## src/rtl/osc_div_pkg.sv

```systemverilog
package osc_div_pkg;

   // Last count value of one output period for ratio code 'code'.
   function automatic int unsigned div_last(input int unsigned code);
      return (32'd1 << code) - 32'd1;
   endfunction

endpackage

```

## src/rtl/osc_ratio_shadow.sv

```systemverilog
module osc_ratio_shadow #(
   parameter int CODE_W     = 2,
   parameter int RESET_CODE = 0
) (
   input  logic              clk_i,
   input  logic              rst_ni,
   input  logic              wr_en_i,
   input  logic [CODE_W-1:0] wr_ratio_i,
   input  logic              busy_i,
   output logic [CODE_W-1:0] prog_o
);

   logic [CODE_W-1:0] prog_q;
   logic              accept;

   // A write is taken only while no enabled PLL references the output.
   assign accept = wr_en_i & ~busy_i;

   always_ff @(posedge clk_i or negedge rst_ni) begin
      if (!rst_ni) begin
         prog_q <= CODE_W'(RESET_CODE);
      end else if (accept) begin
         prog_q <= wr_ratio_i;
      end
   end

   assign prog_o = prog_q;

   // a write made while the reference is busy leaves the programmed code alone.
   a_r7_busy_ignored : assert property (@(posedge clk_i) disable iff (!rst_ni)
      (wr_en_i && busy_i) |=> $stable(prog_q));

endmodule

```

## src/rtl/osc_div_counter.sv

```systemverilog
module osc_div_counter #(
   parameter int CODE_W     = 2,
   parameter int RESET_CODE = 0
) (
   input  logic              clk_i,
   input  logic              rst_ni,
   input  logic [CODE_W-1:0] prog_i,
   output logic [CODE_W-1:0] active_o,
   output logic              tick_o
);
   import osc_div_pkg::*;

   localparam int NUM_CODES = 1 << CODE_W;
   localparam int CNT_W     = (NUM_CODES > 2) ? NUM_CODES - 1 : 1;

   logic [CNT_W-1:0]     cnt_q;
   logic [CODE_W-1:0]    active_q;
   logic [NUM_CODES-1:0] hit;
   logic                 wrap;

   // One terminal-count comparator per ratio code; the active code picks one.
   for (genvar k = 0; k < NUM_CODES; k++) begin : g_term
      assign hit[k] = (cnt_q == CNT_W'(div_last(k)));
   end

   assign wrap = hit[active_q];

   always_ff @(posedge clk_i or negedge rst_ni) begin
      if (!rst_ni) begin
         cnt_q    <= '0;
         active_q <= CODE_W'(RESET_CODE);
      end else if (wrap) begin
         cnt_q    <= '0;
         active_q <= prog_i;
      end else begin
         cnt_q    <= cnt_q + CNT_W'(1);
      end
   end

   assign active_o = active_q;
   assign tick_o   = wrap;

   // the active ratio only changes at a period boundary (counter restarts at zero).
   a_r5_load_at_wrap : assert property (@(posedge clk_i) disable iff (!rst_ni)
      (active_q != $past(active_q)) |-> (cnt_q == '0));

   // at a ratio other than 1, a tick is followed by a quiet cycle.
   a_r1_tick_single : assert property (@(posedge clk_i) disable iff (!rst_ni)
      (tick_o && (active_q != '0) && (prog_i == active_q)) |=> !tick_o);

endmodule

```

## src/rtl/osc_div_status.sv

```systemverilog
module osc_div_status #(
   parameter int CODE_W = 2
) (
   input  logic [CODE_W-1:0] prog_i,
   input  logic [CODE_W-1:0] active_i,
   output logic              settled_o
);

   // The output is settled when the running ratio equals the programmed one.
   always_comb begin
      settled_o = (prog_i == active_i);
   end

endmodule

```

## src/rtl/osc_ratio_div.sv

```systemverilog
module osc_ratio_div #(
   parameter int CODE_W     = 2,
   parameter int RESET_CODE = 0
) (
   input  logic              clk_i,
   input  logic              rst_ni,
   input  logic              wr_en_i,
   input  logic [CODE_W-1:0] wr_ratio_i,
   input  logic              pll_ref_busy_i,
   output logic              tick_o,
   output logic              settled_o
);

   localparam int NUM_CODES = 1 << CODE_W;

   if (CODE_W < 1 || CODE_W > 3) begin : g_bad_code_w
      $error("osc_ratio_div: CODE_W must lie in 1..3");
   end
   if (RESET_CODE < 0 || RESET_CODE >= NUM_CODES) begin : g_bad_reset_code
      $error("osc_ratio_div: RESET_CODE out of range");
   end

   logic [CODE_W-1:0] prog;
   logic [CODE_W-1:0] active;

   osc_ratio_shadow #(.CODE_W(CODE_W), .RESET_CODE(RESET_CODE)) u_shadow (
      .clk_i      (clk_i),
      .rst_ni     (rst_ni),
      .wr_en_i    (wr_en_i),
      .wr_ratio_i (wr_ratio_i),
      .busy_i     (pll_ref_busy_i),
      .prog_o     (prog)
   );

   osc_div_counter #(.CODE_W(CODE_W), .RESET_CODE(RESET_CODE)) u_counter (
      .clk_i    (clk_i),
      .rst_ni   (rst_ni),
      .prog_i   (prog),
      .active_o (active),
      .tick_o   (tick_o)
   );

   osc_div_status #(.CODE_W(CODE_W)) u_status (
      .prog_i    (prog),
      .active_i  (active),
      .settled_o (settled_o)
   );

   // an accepted write of a code that differs from both held codes clears the flag.
   a_r3_flag_drop : assert property (@(posedge clk_i) disable iff (!rst_ni)
      (wr_en_i && !pll_ref_busy_i && (wr_ratio_i != prog) && (wr_ratio_i != active))
      |=> !settled_o);

   // rewriting the settled ratio keeps the flag high.
   a_r4_same_ratio : assert property (@(posedge clk_i) disable iff (!rst_ni)
      (settled_o && wr_en_i && (wr_ratio_i == prog)) |=> settled_o);

endmodule

```

## config.mk

```make
export PLATFORM = sky130hd
export DESIGN_NAME = osc_ratio_div
export DESIGN_NICKNAME = d
export VERILOG_FILES = /design/src/rtl/osc_div_pkg.sv /design/src/rtl/osc_ratio_shadow.sv /design/src/rtl/osc_div_counter.sv /design/src/rtl/osc_div_status.sv /design/src/rtl/osc_ratio_div.sv
export SDC_FILE = /design/constraint.sdc
export NUM_CORES = 1
export LEC_CHECK = 0
export ABC_AREA = 1
export BUFFER_PORTS_ARGS = -buffer_cell sky130_fd_sc_hd__buf_4
export CORE_AREA = 5 5 42 44
export CTS_CLUSTER_SIZE = 14
export DETAILED_ROUTE_END_ITERATION = 10
export DIE_AREA = 0 0 47 49
export PLACE_DENSITY_LB_ADDON = 0.08
export SLEW_MARGIN = 30
export SYNTH_ARGS = -nofsm -noshare
export SYNTH_HDL_FRONTEND = slang
export SYNTH_SLANG_ARGS = --single-unit
export TNS_END_PERCENT = 20
```

## constraint.sdc

```tcl
create_clock -name clk_i -period 2.16 [get_ports clk_i]
set_input_delay 0.324 -clock clk_i [delete_from_list [all_inputs] [get_ports clk_i]]
set_output_delay 0.324 -clock clk_i [all_outputs]
set_load 0.005 [all_outputs]
```

==> metrics.cfg <==
[outcome]
run_status = complete, no violations

[yosys]
synth_cells = 51
synth_nets = 62
synth_sequential_area_ratio_pct = 38.8
post-synth-top-area-cell = sky130_fd_sc_hd__dfrtp_1
mappedNetlistArea_um2 = 452
synth_top_area_share_pct = 38.8
synth_area_per_cell_um2 = 8.86
synth-edff-count = 0
postSynth.asyncResetShare_pct = 100
most_instantiated_cells_after_synthesis = 10 x sky130_fd_sc_hd__inv_1, 10 x sky130_fd_sc_hd__nand2_1, 7 x sky130_fd_sc_hd__dfrtp_1
yosys.cell_types.count = 13
synth.top_cells.by_area = sky130_fd_sc_hd__dfrtp_1 39%, sky130_fd_sc_hd__ha_1 14%, sky130_fd_sc_hd__inv_1 8.3%
synth.ff_latch_count = 7
synth_warnings = 0
synthFlopType = sky130_fd_sc_hd__dfrtp_1

[routing]
detail_route.iter0.violations = 4
drtAntennaViolNets = 0
routed-via-count = 331
post_drt_via_cell_ratio = 4.24
finalWirelength_um = 683
wire_per_inst_um = 8.76
firstDrtPassIters = 2
drt_drc_violations_left = 0

[critical_path]
timing.critical_path.to_type = output port
worstSetupPathType = register to output port
cp.buffers_inverters = 1
slowest_stage = sky130_fd_sc_hd__dfrtp_1
r2r_start = u_counter.cnt_q[0]$_DFF_PN0_
cpLargestDelayFamily = adder cells
critical-path-max-stage-delay_ns = 0.42
timing.reg2reg.worst_path_depth = 6
crit-reg2reg-capture = u_counter.cnt_q[2]$_DFF_PN0_
required_ns = 1.84
crit_top_cell = sky130_fd_sc_hd__ha_1
crit_path_start = u_counter.cnt_q[0]$_DFF_PN0_
timing.critical_path.from_type = register
arrival_ns = 1.62
worstPathCellList = ha_1 -> ha_1 -> or2_1 -> nand3_2 -> nand2_4 -> buf_4
regToRegSetupSlack_ns = 0.77
critical_path_peak_fanout = 4

[die]
chipHeight_um = 49
initial_core_util_pct = 32.2
io_pins = 8
std_cell_rows = 14
die_width_um = 47
core_region_area_mm2 = 0.00140
fp.dieArea_mm2 = 0.00230

[grt]
grt_pass1_wl_um = 1320
grt_max_degree = 9
grt_antenna_before_repair = 0
grt_pass1_vias = 337
global_route_usage_over_all_layers_pct = 7.87
grt_ovf = 0

[sta]
fmaxAchievable_mhz = 514
final_max_slew_viol_count = 0
rsz0062_at_grt = no
min_period_ns = 1.94
setup_violations = 0
finClkSkew_ns = 0.00186
transition_time_of_the_tightest_slew_check_pin_ns = 0.240
report.final.hold_viol_count = 0
layout_worst_path_cycle_share_pct = 90.0
timing.setup.tns_ns = 0
max_slew_margin_pct = 84.0

[cts]
clk_transition_reported_paths_ns = 0.05
cts_setup_buffers = 0
clockBufferDepth = 2
clkLatencyLatePin_ns = 0.24
cts_tree = yes
cts_buffers = 3
htree_num_levels = 1
cts_num_sinks = 7
cts_root_buffer = sky130_fd_sc_hd__clkbuf_4

[min_path]
min_delay_path_depth = 2
timing.hold.worst.class = primary input to register
hold_path_startpoint = wr_ratio_i[0]
holdPathEnd = u_shadow.prog_o[0]$_DFFE_PN0P_

[pwr]
power_density_mw_per_mm2 = 1280
vdd_ir_drop_max_v = 0.000552
total_leakage_power_nw = 0.294

[placement]
post-dp-hpwl_um = 605
gp_congestion = 0.738
io_buffer_count = 7

[layout]
insertedDiodeCount = 0
utilization_pct = 39.2
post_route_cells_drive_above_1_share_pct = 29.0
layout.nets = 74
area_delta_synth_final_pct = 21.6

[flow_run]
maxCapViolations = 0

[kinds of logic (layout without fill, tap and decap cells)]
logic type | after synthesis | in the layout | synth area share, %
simple gates | 24 | 24 | 27.7
buf+inv | 11 | 22 | 10.8
flops | 7 | 7 | 38.8
fa+ha+maj | 5 | 5 | 13.9
xor+xnor | 2 | 2 | 3.88
mux | 2 | 2 | 4.99
[layout by cell type (no fill, tap or decap), drive strengths merged]
cell type / count
dfrtp: 7
dlygate4sd3: 1
nor2: 6
mux2: 2
ha: 5
buf: 7
inv: 10
clkbuf: 4
xor2: 2
nand3: 6
or2: 1
nand2: 11
[stage by stage]
stage          cell area, um^2  power (W)  setup slack, ns  cells  hold WS (ns)
2_1_floorplan              452   0.000510            0.676     51        0.0284
3_3_place_gp               513   0.000600            0.468     73         0.142
3_5_place_dp               513   0.000598            0.468     73         0.141
4_1_cts                    549   0.000722            0.190     78         0.298
5_1_grt                    549   0.000791            0.120     78         0.292
6_report                   549   0.000703            0.215     78         0.312
[metal layers]
metal	wire (um)	up-vias	GRT usage, %
met5	0	-	0
met4	0	0	5.53
met3	20	0	2.21
met2	327	7	10.6
met1	335	147	10.3
li1	-	177	-
[layout make-up]
cell class	count	area, um^2
Multi-Input combinational cell	33	228
Inverter	10	37.5
Sequential cell	7	175
Tap cell	16	20.0
Timing Repair Buffer	8	62.6
Fill cell	158	852
Clock buffer	4	26.3
[power breakdown]
group | internal, W | switching [W]
combinational | 0.000166 | 0.000187
sequential | 0.000181 | 0.0000553
clock | 0.0000702 | 0.0000430
total | 0.000417 | 0.000286
[how the worst max path moves through the flow]
stage / endpoint / slack [ns] / cells after the start
5_1_grt: tick_o / 0.12 / 6
3_5_place_dp: tick_o / 0.47 / 6
6_report: tick_o / 0.22 / 6
3_3_place_gp: tick_o / 0.47 / 6
2_1_floorplan: tick_o / 0.68 / 5
4_1_cts: tick_o / 0.19 / 6
[flip-flops by register name, summed over array words and instances, names as in the netlist]
| signal | flops |
|---|---|
| u_counter.active_o | 2 |
| u_shadow.prog_o | 2 |
| u_counter.cnt_q | 3 |
[repair_timing]
action / in CTS / in global routing
resized for setup: 0 / 0
hold endpoints to repair: 7 / 0
hold buffers: 1 / 0
No activity file was read; power rests on OpenSTA's default activity.
